<file path="config.mk">
export PLATFORM = sky130hd
export DESIGN_NAME = eeaddr_decoder
export DESIGN_NICKNAME = d
export VERILOG_FILES = /design/src/rtl/eeaddr_pkg.sv /design/src/rtl/eeaddr_devchk.sv /design/src/rtl/eeaddr_wdec.sv /design/src/rtl/eeaddr_term.sv /design/src/rtl/eeaddr_decoder.sv
export SDC_FILE = /design/constraint.sdc
export NUM_CORES = 1
export LEC_CHECK = 0
export BUFFER_PORTS_ARGS = -buffer_cell sky130_fd_sc_hd__buf_2
export CORE_MARGIN = 2
export CORE_UTILIZATION = 34
export CTS_CLUSTER_DIAMETER = 100
export CTS_CLUSTER_SIZE = 40
export DETAILED_ROUTE_END_ITERATION = 12
export SYNTH_ARGS = -nofsm -noshare
export SYNTH_HDL_FRONTEND = slang
export SYNTH_SLANG_ARGS = --single-unit
</file>
<file path="constraint.sdc">
create_clock -name clk -period 1.8 [get_ports clk]
set_input_delay 0.09 -clock clk [delete_from_list [all_inputs] [get_ports clk]]
set_output_delay 0.09 -clock clk [all_outputs]
set_load 0.02 [all_outputs]
</file>
<file path="src/rtl/eeaddr_pkg.sv">
package eeaddr_pkg;

  typedef enum logic [1:0] {
    RG_ARRAY  = 2'd0,
    RG_SECURE = 2'd1,
    RG_LOCK   = 2'd2,
    RG_WPROT  = 2'd3
  } region_e;

  localparam logic [3:0] TYPE_ARRAY = 4'hA;
  localparam logic [3:0] TYPE_AUX   = 4'hB;

  typedef struct packed {
    logic    ok;
    region_e rg;
  } wdec_t;

  // Auxiliary-space word decode; priority: 10xx, 11xx, then 0110.
  function automatic wdec_t aux_word_decode(input logic [3:0] hi);
    wdec_t d;
    d.ok = 1'b1;
    d.rg = RG_SECURE;
    if (hi[3:2] == 2'b10)      d.rg = RG_SECURE;
    else if (hi[3:2] == 2'b11) d.rg = RG_WPROT;
    else if (hi == 4'b0110)    d.rg = RG_LOCK;
    else                       d.ok = 1'b0;
    return d;
  endfunction

endpackage

</file>
<file path="src/rtl/eeaddr_devchk.sv">
module eeaddr_devchk #(
  parameter int          ADDR_W  = 9,
  parameter logic [1:0]  HW_ADDR = 2'b00,
  localparam int         MSB_W   = ADDR_W - 8
) (
  input  logic [7:1]       dev_hi,
  output logic             is_array,
  output logic             is_aux,
  output logic             hw_hit,
  output logic [MSB_W-1:0] msbs
);
  import eeaddr_pkg::*;

  assign is_array = (dev_hi[7:4] == TYPE_ARRAY);
  assign is_aux   = (dev_hi[7:4] == TYPE_AUX);

  generate
    if (ADDR_W == 9) begin : g_small
      assign hw_hit = (dev_hi[3:2] == HW_ADDR);
      assign msbs   = dev_hi[1];
    end else begin : g_large
      assign hw_hit = (dev_hi[3] == HW_ADDR[1]);
      assign msbs   = dev_hi[2:1];
    end
  endgenerate

endmodule

</file>
<file path="src/rtl/eeaddr_wdec.sv">
module eeaddr_wdec (
  input  logic [3:0] word_hi,
  output logic       ok,
  output logic [1:0] region
);
  import eeaddr_pkg::*;

  wdec_t d;
  assign d      = aux_word_decode(word_hi);
  assign ok     = d.ok;
  assign region = d.rg;

endmodule

</file>
<file path="src/rtl/eeaddr_term.sv">
module eeaddr_term (
  input  logic clk,
  input  logic rst_n,
  input  logic open_evt,
  input  logic close_evt,
  output logic arr_open
);
  always_ff @(posedge clk) begin
    if (!rst_n)         arr_open <= 1'b0;
    else if (close_evt) arr_open <= 1'b0;
    else if (open_evt)  arr_open <= 1'b1;
  end
endmodule

</file>
<file path="src/rtl/eeaddr_decoder.sv">
module eeaddr_decoder
  import eeaddr_pkg::*;
#(
  parameter int         ADDR_W  = 9,
  parameter logic [1:0] HW_ADDR = 2'b00
) (
  input  logic              clk,
  input  logic              rst_n,
  input  logic              start_seen,
  input  logic              stop_seen,
  input  logic              byte_valid,
  input  logic [7:0]        byte_data,
  input  logic              mack_valid,
  input  logic              mack_nack,
  output logic              ack_valid,
  output logic              ack,
  output logic              addr_valid,
  output logic [1:0]        region,
  output logic [ADDR_W-1:0] addr,
  output logic              rw
);
  localparam int MSB_W = ADDR_W - 8;

  typedef enum logic [1:0] {ST_IDLE, ST_DEV, ST_WORD, ST_DATA} st_e;
  st_e st;

  logic             is_array, is_aux, hw_hit;
  logic [MSB_W-1:0] msbs, msb_q;
  logic             aux_q;
  logic [7:0]       cur_low;
  logic             wd_ok;
  logic [1:0]       wd_rg;
  logic             arr_open;

  // Named events, also observed by the bound checker
  wire master_end    = mack_valid & mack_nack;
  wire byte_go       = byte_valid & ~start_seen & ~stop_seen & ~master_end;
  wire dev_evt       = byte_go & (st == ST_DEV);
  wire word_evt      = byte_go & (st == ST_WORD);
  wire sec_block_evt = dev_evt & is_aux & hw_hit & arr_open;
  wire dev_accept    = dev_evt & hw_hit & (is_array | (is_aux & ~arr_open));
  wire dev_nack_evt  = dev_evt & ~dev_accept;
  wire word_accept   = word_evt & (~aux_q | wd_ok);
  wire st_idle       = (st == ST_IDLE);
  wire open_evt      = dev_accept & is_array;
  wire close_evt     = stop_seen | master_end;

  eeaddr_devchk #(.ADDR_W(ADDR_W), .HW_ADDR(HW_ADDR)) u_devchk (
    .dev_hi   (byte_data[7:1]),
    .is_array (is_array),
    .is_aux   (is_aux),
    .hw_hit   (hw_hit),
    .msbs     (msbs)
  );

  eeaddr_wdec u_wdec (
    .word_hi (byte_data[7:4]),
    .ok      (wd_ok),
    .region  (wd_rg)
  );

  eeaddr_term u_term (
    .clk       (clk),
    .rst_n     (rst_n),
    .open_evt  (open_evt),
    .close_evt (close_evt),
    .arr_open  (arr_open)
  );

  always_ff @(posedge clk) begin
    if (!rst_n) begin
      st         <= ST_IDLE;
      ack_valid  <= 1'b0;
      ack        <= 1'b0;
      addr_valid <= 1'b0;
      region     <= RG_ARRAY;
      addr       <= '0;
      rw         <= 1'b0;
      msb_q      <= '0;
      aux_q      <= 1'b0;
      cur_low    <= 8'h00;
    end else begin
      ack_valid  <= 1'b0;
      addr_valid <= 1'b0;
      if (start_seen) begin
        st <= ST_DEV;
      end else if (stop_seen || master_end) begin
        st <= ST_IDLE;
      end else if (byte_valid) begin
        unique case (st)
          ST_DEV: begin
            ack_valid <= 1'b1;
            ack       <= dev_accept;
            if (dev_accept) begin
              rw    <= byte_data[0];
              msb_q <= msbs;
              aux_q <= is_aux;
              if (byte_data[0]) begin
                addr_valid <= 1'b1;
                region     <= is_aux ? RG_SECURE : RG_ARRAY;
                addr       <= {msbs, cur_low};
                st         <= ST_DATA;
              end else begin
                st <= ST_WORD;
              end
            end else begin
              st <= ST_IDLE;
            end
          end
          ST_WORD: begin
            ack_valid <= 1'b1;
            ack       <= word_accept;
            if (word_accept) begin
              addr_valid <= 1'b1;
              region     <= aux_q ? wd_rg : RG_ARRAY;
              addr       <= {msb_q, byte_data};
              cur_low    <= byte_data;
              st         <= ST_DATA;
            end else begin
              st <= ST_IDLE;
            end
          end
          ST_DATA: begin
            ack_valid <= 1'b1;
            ack       <= 1'b1;
          end
          default: ;
        endcase
      end
    end
  end

endmodule

</file>
After elaboration in Yosys (flattened, before gate mapping). Cells that the tools add are included.

Logic and storage cells: 90. Input port bits: 15. Register bits: 28. Output and inout port bits: 15.

Reduce and logical (&&, ||, !) cells: 16. Bitwise gates (word level): 22. Eq/ne operators: 11. Multiplexer cells: 29.

Operators with widths (number): $mux 9 (3); $mux 2 (9); $pmux 9 s2 (1); $mux 1 (12); $and 1x1->1 (11); $reduce_and 5->1 (2); $eq 2x2->1 const B (4); $eq 4x4->1 const B (2); $not 1->1 (8); $pmux 2 s2 (2); $reduce_and 7->1 (1); $ne 2x2->1 const B (3); $reduce_bool 3->1 (2); $reduce_or 3->1 (2); $eq 4x3->1 const B (1); $reduce_and 2->1 (2); $reduce_and 4->1 (1); $reduce_bool 4->1 (1); $reduce_or 4->1 (1); $or 1x1->1 (3); $pmux 1 s3 (1); $eq 2x1->1 const B (1); $logic_not 2->1 (1); $pmux 1 s2 (1); 3 further kinds (3).

Logic depth before layout (Yosys ltp).
Depth in word-level cells: 12. Gate-level depth with buffers: 7. Gate-level depth less buffers: 6.

By module. From an unflattened synthesis, not the netlist that was laid out.

Cell total of the unflattened synthesis: 164. Area, all modules: 1535.2 um^2.

By module, submodules not included: eeaddr_decoder (sequential area each 540.5 um^2, area each 1430.1 um^2, instances 1, cells each 152); eeaddr_term (sequential area each 20.0 um^2, area each 36.3 um^2, instances 1, cells each 3); eeaddr_devchk (sequential area each 0.0 um^2, area each 35.0 um^2, instances 1, cells each 4); eeaddr_wdec (sequential area each 0.0 um^2, area each 33.8 um^2, instances 1, cells each 5).

Worst setup path before layout. OpenSTA, ideal clock, no wires.

Kind: register to register. From: register st[1]. To: register region[1]. Period minus slack after synthesis: 1.772 ns. Data required time: 1.683 ns. Arrival: 1.654 ns. Setup time: 0.117 ns. Stages on the path, launching flop included: 7. Path buffers: 0. Path slack: 0.028 ns. Cells stage by stage: dfxtp_1 inv_1 ha_1 nand2_1 o41ai_4 nand3_4 a32o_2.

Word-level cells in the longest chain between the ends: 6. Elaborated cells on any way between the ends: 13. Those cells by class: 5 x eq/ne; 1 x mux; 5 x bitwise; 2 x reduce/logical.

RTL lines: start: declaration (RTL line eeaddr_decoder.sv:25) `st_e st;`; start signal: assignment (RTL line eeaddr_decoder.sv:72) `st <= ST_IDLE;`; start signal: assignment (RTL line eeaddr_decoder.sv:86) `st <= ST_DEV;`; start signal: assignment (RTL line eeaddr_decoder.sv:88) `st <= ST_IDLE;`; $eq 2x1->1 (RTL line eeaddr_decoder.sv:38, eeaddr_decoder.sv:90); $and 1x1->1 (RTL line eeaddr_decoder.sv:38) `wire dev_evt = byte_go & (st == ST_DEV);`; $and 1x1->1 (2 in a row) (RTL line eeaddr_decoder.sv:41) `wire dev_accept = dev_evt & hw_hit & (is_array | (is_aux & ~arr_open));`; $ne 2x2->1 (no source line); $reduce_and 7->1 (no source line); end signal: assignment (RTL line eeaddr_decoder.sv:100) `region <= is_aux ? RG_SECURE : RG_ARRAY;`; end signal: assignment (RTL line eeaddr_decoder.sv:115) `region <= aux_q ? wd_rg : RG_ARRAY;`; end: declaration (RTL line eeaddr_decoder.sv:18) `output logic [1:0] region,`.

Parallel ways exist; a longest one is shown, timed or not. A chain may end at the register's enable or synchronous reset.

Final worst setup path.
From: register st[1]. To: register addr[2].

Word-level cells in the longest chain between the ends: 6. Elaborated cells on any way between the ends: 13. Those cells by class: 5 x eq/ne; 1 x mux; 5 x bitwise; 2 x reduce/logical.

RTL lines: $eq 2x1->1 (RTL line eeaddr_decoder.sv:38, eeaddr_decoder.sv:90); $and 1x1->1 (RTL line eeaddr_decoder.sv:38); $and 1x1->1 (2 in a row) (RTL line eeaddr_decoder.sv:41); $ne 2x2->1 (no source line); $reduce_and 7->1 (no source line); end signal: assignment (RTL line eeaddr_decoder.sv:101) `addr <= {msbs, cur_low};`; end signal: assignment (RTL line eeaddr_decoder.sv:116) `addr <= {msb_q, byte_data};`; end: declaration (RTL line eeaddr_decoder.sv:19) `output logic [ADDR_W-1:0] addr,`.

Parallel ways exist; a longest one is shown, timed or not.

==> impl_metrics.yaml <==
outcome:
  status: "complete, no violations"
synth:
  synthFlopType: "dfxtp_1"
  synth.largest_area_cell: "dfxtp_1"
  syn_nets: 186
  synth_area_leaders: "dfxtp_1 (38%), a21oi_1 (6.8%), mux2i_1 (6.1%)"
  yosysTopAreaCellShare_pct: 38.2
  yosysMostFrequentCell: "dfxtp_1"
  ys_seq_area_share_pct: 38.2
  yosysUniqueCellTypes: 41
  synth_seq_cells: 28
  postSynthAreaPerCell_um2: 8.78
  synth_area_um2: 1470
  synth-edff-count: 0
  netlist_instances: 167
  synth_commonest_cells: "dfxtp_1 (28), a21oi_1 (20), o21ai_0 (15), nand2_1 (10), nand3_1 (10)"
  async_reset_ff_share_pct: 0
  synth_warnings: 0
place:
  pre_cts_ws_ns: -0.00661
  dpl.hpwl_um: 2810
  dp_cells: 250
  portBuffers: 29
  gp_congestion: 0.802
cts:
  cts_made_buffers: 3
  cts_max_level: 1
  clock_path_buffers: 2
  clock_sinks: 28
  clk_pin_slew_ns: 0.10
  clock_latency_ns: 0.28
  root_buffer: "clkbuf_8"
  cts_tree: "built"
global_route:
  grt_overflow: 0
  grt_pass1_wl_um: 6270
  track_usage_pct: 15.6
  grt_pass1_vias: 1316
  grt_max_degree: 17
  antenna_found_initial: 0
flow_run:
  maxCapViolCount: 0
floorplanning:
  rows: 23
  die_w_um: 69.7
  die_h_um: 69.7
  dieArea_um2: 4850
  core_area_um2: 4090
  ios: 30
  start_util_pct: 35.9
pwr:
  power_frac_clock_pct: 40.1
  p_total_w: 0.00124
  leakage_nw: 0.715
  pwr-share-comb_pct: 9.6
  power.density_nw_per_um2: 673
  switching_share_pct: 22.3
  power.share.sequential_pct: 50.3
  vdd_drop_max_mv: 0.301
  p_sw_w: 0.000277
  internal_power_w: 0.000966
drt:
  detail_route.first_pass.iterations: 4
  wl_per_cell_um: 14.5
  via_count: 1402
  drt_iter0_drc: 52
  avgViaCountPerCell: 5.52
  drc: 0
  wl_um: 3690
  ant_nets: 0
sta:
  fin_crit_sh_pct: 95.2
  period_needed_ns: 1.71
  fmax_mhz: 584
  worst_pin_slew_ns: 0.559
  rsz0062_at_grt: "false"
  drv_slew: 0
  finalHoldViolCount: 0
  clock_skew_ns: 0.00606
  slew_headroom_pct: 62.5
  setup_ws_ns: 0.0866
  setup_viol: 0
layout:
  area_delta_synth_final_pct: 26.0
  stdcell_count: 254
  fillers: 409
  design.final.nets: 224
  drive_above_1_share_pct: 32.4
  antenna_cells: 0
setup_path:
  cp_max_fo: 6
  cp.required_ns: 2.00
  start_kind: "flop"
  critPathArrivalTime_ns: 1.91
  endpoint_kind: "flop"
  path_class: "flop to flop"
min_path:
  min_path_type: "input pin to flop"
[logic make-up (layout without fill, tap and decap cells)]
kind of cell / Yosys count / in the layout / synth area share (%)
AO/OA/AOI/OAI: 58 / 58 / 26.1
adder cells (fa/ha/maj): 4 / 4 / 3.41
flip-flops: 28 / 28 / 38.2
buffers and inverters: 16 / 53 / 4.95
multiplexers: 9 / 9 / 6.14
AND/OR/NAND/NOR: 52 / 52 / 21.2
[cell usage in the layout (no fill, tap or decap), types with 2 or more instances in the layout]
cell and count:
ha_1 2, buf_4 14, a31oi_1 7, nand2_1 9, nand3_1 10, nor2b_1 2, nand2b_1 7, a311oi_1 5
dfxtp_1 27, o211ai_1 3, mux2i_1 9, nor2_1 3, clkbuf_8 3, inv_1 5, buf_2 29, o21ai_0 14
a21oi_1 20, nor3_1 5, nand4_1 2
[state kept, by name, summed over array words and instances (netlist names)]
signal and count:
cur_low 8, aux_q 1, u_term.arr_open 1, ack 1, ack_valid 1, region 2
rw 1, addr 9, msb_q 1, st 2, addr_valid 1
[timing repair]
| action | in CTS | in global routing |
|---|---|---|
| hold endpoints to repair | 0 | 0 |
| resized for setup | 2 | 9 |
| setup buffers | 0 | 0 |
| hold buffers | 0 | 0 |
| setup endpoints to repair | 5 | 22 |
| pin swaps | 1 | 5 |
[cell type report]
cell class,count,area [um^2],share of cell area [%]
clock buffers,3,41.3,2.23
clock inverters,1,30.0,1.62
inverters,6,22.5,1.22
multi-input cells,123,880,47.6
flip-flops and latches,28,562,30.4
well taps,50,62.6,3.39
repair buffers,43,250,13.5
[final timing paths]
path                            depth (start not counted)       start  slack [ns]       to
worst min register to register                          2     addr[7]        0.44  addr[7]
worst max register to register                          8       st[1]        0.09  addr[2]
worst min-delay path                                    2  byte_valid        0.09    st[1]
worst max-delay path                                    8       st[1]        0.09  addr[2]
[per-stage QoR]
step / hold WS (ns) / area, um^2 / TNS [ns] / util, %
after floorplan: 0.203 / 1470 / 0 / -
after global placement: 0.381 / 1730 / 0 / 42.3
after detailed placement: 0.376 / 1730 / -0.00968 / 42.3
after CTS: 0.0856 / 1800 / 0 / 44.2
after global routing: 0.0949 / 1850 / 0 / 45.2
final: 0.0873 / 1850 / 0 / 45.2
[critical path, cell delays in order (launching register included)]
cell      delay [ns]
dfxtp_1         0.33
inv_2           0.07
ha_4            0.18
nand2_1         0.09
o41ai_4         0.32
buf_4           0.19
buf_4           0.13
a31oi_1         0.07
a311oi_1        0.25
[per-layer routing]
metal  share of wire, %  global-route usage (%)  wire length, um  vias up
li1                   -                       -                -      702
met1                 45                    21.6             1670      660
met2                 49                    25.9             1810       36
met3                5.0                    2.18              185        4
met4               0.65                    3.21               24        0
met5                  0                       0                0        -
[power by group through the flow]
| stage | Combinational [W] | Sequential, W | Clock, W |
|---|---|---|---|
| after global placement | 0.000112 | 0.000639 | 0 |
| after floorplan | 0.0000595 | 0.000640 | 0 |
| after detailed placement | 0.000112 | 0.000639 | 0 |
| after CTS | 0.000113 | 0.000624 | 0.000507 |
| after global routing | 0.000131 | 0.000626 | 0.000529 |
| final | 0.000120 | 0.000625 | 0.000499 |
Note: power is estimated with default switching activity, not from simulation.
